<file path="src/rtl/shiftmap_pkg.sv">
package shiftmap_pkg;
  localparam int LINE_LEN   = 40;
  localparam int LINE2_BASE = 64;
  localparam int ADDR_W     = 7;
  localparam int POS_W      = 6;

  typedef struct packed {
    logic incOfs;
    logic decOfs;
  } ofsCtl_t;
endpackage

</file>
<file path="src/rtl/shift_ctrl.sv">
module shift_ctrl
  import shiftmap_pkg::*;
(
  input  logic    clk,
  input  logic    rst_n,
  input  logic    shiftLeft,
  input  logic    shiftRight,
  output ofsCtl_t ctl
);
  always_comb begin
    ctl.incOfs = shiftLeft & ~shiftRight;
    ctl.decOfs = shiftRight & ~shiftLeft;
  end

  AST_STROBE_EXCL: assert property (@(posedge clk) disable iff (!rst_n)
    !(ctl.incOfs && ctl.decOfs));
  AST_BOTH_IDLE: assert property (@(posedge clk) disable iff (!rst_n)
    (shiftLeft && shiftRight) |-> (!ctl.incOfs && !ctl.decOfs));
endmodule

</file>
<file path="src/rtl/shift_dp.sv">
module shift_dp
  import shiftmap_pkg::*;
#(
  parameter int LEN      = LINE_LEN,
  parameter int BASE2    = LINE2_BASE,
  parameter int AW       = ADDR_W,
  parameter int PW       = POS_W,
  parameter int VIS_POS  = 40,
  parameter int SPLIT_ROW = 16
) (
  input  logic          clk,
  input  logic          rst_n,
  input  ofsCtl_t       ctl,
  input  logic          splitMode,
  input  logic          lineSel,
  input  logic [PW-1:0] position,
  output logic [AW-1:0] ramAddr,
  output logic          addrValid
);
  localparam int OFS_W = $clog2(LEN);
  localparam int HALF  = SPLIT_ROW / 2;
  localparam logic [OFS_W-1:0] OFS_LAST = OFS_W'(LEN - 1);
  localparam logic [PW:0]      LEN_X    = (PW+1)'(LEN);
  localparam logic [PW-1:0]    HALF_P   = PW'(HALF);
  localparam logic [PW-1:0]    VIS_P    = PW'(VIS_POS);
  localparam logic [PW-1:0]    ROW_P    = PW'(SPLIT_ROW);
  localparam logic [AW-1:0]    BASE2_A  = AW'(BASE2);
  localparam logic [AW-1:0]    LEN_A    = AW'(LEN);
  localparam logic [AW-1:0]    END2_A   = AW'(BASE2 + LEN);

  logic [OFS_W-1:0] ofsQ;
  logic [PW-1:0]    relPos;
  logic [PW:0]      sumIdx;
  logic [PW:0]      wrapIdx;
  logic             useLine2;
  logic [PW-1:0]    limit;

  always_ff @(posedge clk) begin
    if (!rst_n) begin
      ofsQ <= '0;
    end else if (ctl.incOfs) begin
      ofsQ <= (ofsQ == OFS_LAST) ? '0 : ofsQ + 1'b1;
    end else if (ctl.decOfs) begin
      ofsQ <= (ofsQ == '0) ? OFS_LAST : ofsQ - 1'b1;
    end
  end

  always_comb begin
    limit     = splitMode ? ROW_P : VIS_P;
    addrValid = (position != '0) && (position <= limit);
    if (splitMode) begin
      useLine2 = position > HALF_P;
      relPos   = useLine2 ? position - HALF_P - 1'b1 : position - 1'b1;
    end else begin
      useLine2 = lineSel;
      relPos   = position - 1'b1;
    end
    sumIdx  = {1'b0, relPos} + (PW+1)'(ofsQ);
    wrapIdx = (sumIdx >= LEN_X) ? sumIdx - LEN_X : sumIdx;
    if (addrValid)
      ramAddr = (useLine2 ? BASE2_A : '0) + AW'(wrapIdx);
    else
      ramAddr = '0;
  end

  AST_OFS_RANGE: assert property (@(posedge clk) disable iff (!rst_n)
    ofsQ <= OFS_LAST);
  AST_LEFT_STEP: assert property (@(posedge clk) disable iff (!rst_n)
    ctl.incOfs |=> ofsQ == (($past(ofsQ) == OFS_LAST) ? '0 : $past(ofsQ) + 1'b1));
  AST_RIGHT_STEP: assert property (@(posedge clk) disable iff (!rst_n)
    ctl.decOfs |=> ofsQ == (($past(ofsQ) == '0) ? OFS_LAST : $past(ofsQ) - 1'b1));
  AST_IDLE_HOLD: assert property (@(posedge clk) disable iff (!rst_n)
    (!ctl.incOfs && !ctl.decOfs) |=> $stable(ofsQ));
  AST_ADDR_REGION: assert property (@(posedge clk) disable iff (!rst_n)
    addrValid |-> (ramAddr < LEN_A) || (ramAddr >= BASE2_A && ramAddr < END2_A));
  AST_INVALID_ZERO: assert property (@(posedge clk) disable iff (!rst_n)
    !addrValid |-> ramAddr == '0);
endmodule

</file>
<file path="src/rtl/disp_addr_map.sv">
module disp_addr_map
  import shiftmap_pkg::*;
#(
  parameter int VIS_POS   = 40,
  parameter int SPLIT_ROW = 16
) (
  input  logic              clk,
  input  logic              rst_n,
  input  logic              shiftLeft,
  input  logic              shiftRight,
  input  logic              splitMode,
  input  logic              lineSel,
  input  logic [POS_W-1:0]  position,
  output logic [ADDR_W-1:0] ramAddr,
  output logic              addrValid
);
  ofsCtl_t ctl;

  shift_ctrl i_ctrl (
    .clk        (clk),
    .rst_n      (rst_n),
    .shiftLeft  (shiftLeft),
    .shiftRight (shiftRight),
    .ctl        (ctl)
  );

  shift_dp #(
    .LEN       (LINE_LEN),
    .BASE2     (LINE2_BASE),
    .AW        (ADDR_W),
    .PW        (POS_W),
    .VIS_POS   (VIS_POS),
    .SPLIT_ROW (SPLIT_ROW)
  ) i_dp (
    .clk       (clk),
    .rst_n     (rst_n),
    .ctl       (ctl),
    .splitMode (splitMode),
    .lineSel   (lineSel),
    .position  (position),
    .ramAddr   (ramAddr),
    .addrValid (addrValid)
  );
endmodule

</file>
<file path="config.mk">
export PLATFORM = sky130hd
export DESIGN_NAME = disp_addr_map
export DESIGN_NICKNAME = d
export VERILOG_FILES = /design/src/rtl/shiftmap_pkg.sv /design/src/rtl/shift_ctrl.sv /design/src/rtl/shift_dp.sv /design/src/rtl/disp_addr_map.sv
export SDC_FILE = /design/constraint.sdc
export NUM_CORES = 1
export LEC_CHECK = 0
export BUFFER_PORTS_ARGS = -buffer_cell sky130_fd_sc_hd__clkbuf_2
export CAP_MARGIN = 30
export CORE_ASPECT_RATIO = 1.5
export CORE_MARGIN = 3
export CORE_UTILIZATION = 39
export DETAILED_ROUTE_END_ITERATION = 16
export GPL_ROUTABILITY_DRIVEN = 0
export SLEW_MARGIN = 0
export SYNTH_ARGS = -nofsm -noshare
export SYNTH_HDL_FRONTEND = slang
export SYNTH_HIERARCHICAL = 1
export SYNTH_SLANG_ARGS = --single-unit
</file>
<file path="constraint.sdc">
create_clock -name clk -period 2.9 [get_ports clk]
set_input_delay 0.29 -clock clk [delete_from_list [all_inputs] [get_ports clk]]
set_output_delay 0.29 -clock clk [all_outputs]
set_load 0.005 [all_outputs]
</file>
==> impl_metrics.ini <==
[status]
status = finished with violations
failed_checks = negative setup slack

[critical_path]
path_delay_family = compound AO/OA/AOI/OAI gates
worstPathRequired_ns = 2.61
start_kind = primary input
crit_path_max_fanout = 4
end_kind = output port
arrival_ns = 2.83
cp_slowest_stage_delay_ns = 0.35
crit_type = in -> out
cp_cell_sequence = buf_8 > nor3_4 > a21oi_1 > or3_1 > a32o_2 > ha_4 > or3b_4 > o211ai_1 > a311oi_2 > nand2_2 > a211o_1 > o31ai_4 > buf_2
cp_slowest_cell = or3_1
path_buf_inv = 2

[floorplanning]
core-area_um2 = 2710
die_w_um = 49.6
row_count = 23
die_area_um2 = 3550
ios = 20
initial_core_util_pct = 41.2
chipHeight_um = 71.4

[timing]
slew_headroom_pct = 53.2
setup_viol = 4
hold_viol = 0
slew_violations = 0
fin_setup_tns_ns = -0.677
min_period_ns = 3.12
fmax_ghz = 0.321
rsz0062_at_grt = true
fin_skew_ns = 0.00122
finalWorstSetupSlack_ns = -0.217
final.period_utilization_pct = 107
tightest_slew_ns = 0.700

[pwr]
power_leakage_nw = 0.763
p_int_mw = 0.440
power_frac_seq_pct = 14.1
finalPower_mw = 0.743
switching_share_pct = 40.8
p_per_area_nw_per_um2 = 446
peakVddDrop_uv = 428
clock_power_share_pct = 15.9
pwr-share-comb_pct = 70.1
p_sw_mw = 0.303

[logic_synthesis]
synth_edf_count = 0
synth_nets = 183
yosysTopAreaCell = ha_1
netlist_area_um2 = 1110
async_flop_share_pct = 0
postSynthCellCount = 155
ys_ff_latch = 6
synth_cell_types = 45
synth_top_area_share_pct = 16.9
synth_area_leaders = ha_1 17%, dfxtp_1 11%, nor2_1 6.1%, inv_1 5.4%, a21oi_1 4.9%
synth_area_per_cell_um2 = 7.18
ys.warnings.count = 6
ys_seq_area_share_pct = 10.8
ys.flop_type = dfxtp_1

[drt]
num_vias = 1325
wl_um = 3300
routedWlPerCell_um = 13.7
dr.pass1.iters = 4
initialDrtViolationCount = 33
ant_nets = 0
drc = 0
viasPerCell = 5.50

[clock_tree]
clock_sinks = 6
path_clk_slew_ns = 0.03
cts_tree = built
clock_latency_ns = 0.21
clock_path_buffers = 2
holdBufCountCts = 0
cts-root-buf = clkbuf_8
htreeDepth = 1
cts_inserted_buffers = 3

[final_layout]
multi_input_comb_area_um2 = 1050
fin_nets = 234
fill_cells = 266
diodes = 0
largest_reg_flops = 6
final_cell_area_um2 = 1670
top_regs = i_dp/ofsQ: 6 flops
seq_area_um2 = 120
area_delta_synth_final_pct = 49.7
drive_gt1_share_pct = 40.2
finalNonFillerCells = 241
largest-register = i_dp/ofsQ

[worst_hold_path]
hp-class = in -> reg

[flow_run]
maxCapViolCount = 0

[grt]
track_usage_pct = 17.9
antenna_found_initial = 0
grt-ovfl-total = 0
grt_pass1_vias = 1285
grt_pass1_wl_um = 5200
grt_start_max_net_pins = 13

[place]
place_area_um2 = 1440
port_buffers = 19
dp_cells = 235
place_hpwl_um = 2530
## layout by cell type (no fill, tap or decap), types with 6 or more instances in the layout
master / count
ha_1: 12
dfxtp_1: 6
nor2_1: 17
buf_4: 25
inv_1: 15
nand2_1: 7
nand3_1: 6
o21ai_0: 6
a21oi_1: 7
clkbuf_2: 13
## cells by family after synthesis
logic type / Yosys count / synth area share (%)
adder cells (fa/ha/maj): 16 / 18.7
multiplexers: 2 / 1.80
XOR/XNOR: 7 / 5.51
AO/OA/AOI/OAI: 47 / 29.6
AND/OR/NAND/NOR: 59 / 27.5
buffers and inverters: 18 / 6.18
flip-flops: 6 / 10.8
## synthesized netlist by cell type, drive strengths merged (2+ instances only)
cell    count
dfxtp       6
xnor2       5
nor3        4
and2        2
inv        16
xor2        2
and3        2
mux2i       2
a211oi      3
nand3       7
a32oi       2
a31o        3
nand4       2
o22ai       2
a21o        3
nor2       18
or2         2
a31oi       4
clkbuf      2
nand2      10
nor2b       5
o21a        2
a21oi      11
ha         15
o21ai       8
## through the flow
stage / utilization (%) / hold WS (ns) / worst slack, ns
detailed placement: 53.3 / 0.573 / -0.293
global placement: 53.3 / 0.566 / -0.239
finish: 61.6 / 0.340 / -0.217
global route: 61.6 / 0.357 / -0.347
floorplan: - / 0.408 / 0.0581
CTS: 56.3 / 0.340 / -0.207
## routing by layer
metal | track usage (%) | up-vias | part of all wire (%)
li1 | - | 662 | -
met1 | 18.1 | 624 | 38
met2 | 37.6 | 37 | 59
met3 | 1.87 | 2 | 2.5
met4 | 4.00 | 0 | 0.82
met5 | 0 | - | 0
## power groups by stage
stage | Combinational (mW) | Sequential (mW) | Clock, mW
floorplan | 0.250 | 0.102 | 0
global placement | 0.397 | 0.104 | 0
detailed placement | 0.405 | 0.105 | 0
CTS | 0.426 | 0.104 | 0.123
global route | 0.564 | 0.106 | 0.128
finish | 0.521 | 0.105 | 0.118
## timing repair
action / CTS / global route
setup endpoints to repair: 4 / 4
pin swaps: 7 / 21
buffers inserted: 0 / 3
resized for setup: 8 / 32
## worst paths after layout
kind                     start      endpoint  slack, ns  cells after the start
setup / recovery   position[2]    ramAddr[4]      -0.22                     13
hold / removal           rst_n  i_dp/ofsQ[5]       0.34                      2
setup reg to reg  i_dp/ofsQ[2]  i_dp/ofsQ[4]       1.09                      5
hold reg to reg   i_dp/ofsQ[3]  i_dp/ofsQ[3]       0.65                      2
## cell type report
| type | instances | area share (%) |
|---|---|---|
| clock buffer | 3 | 2.48 |
| inverter | 16 | 3.60 |
| multi-input combinational | 131 | 62.8 |
| sequential | 6 | 7.21 |
| tap | 37 | 2.78 |
| timing repair buffer | 48 | 21.2 |
(Power assumes the default switching activity.)
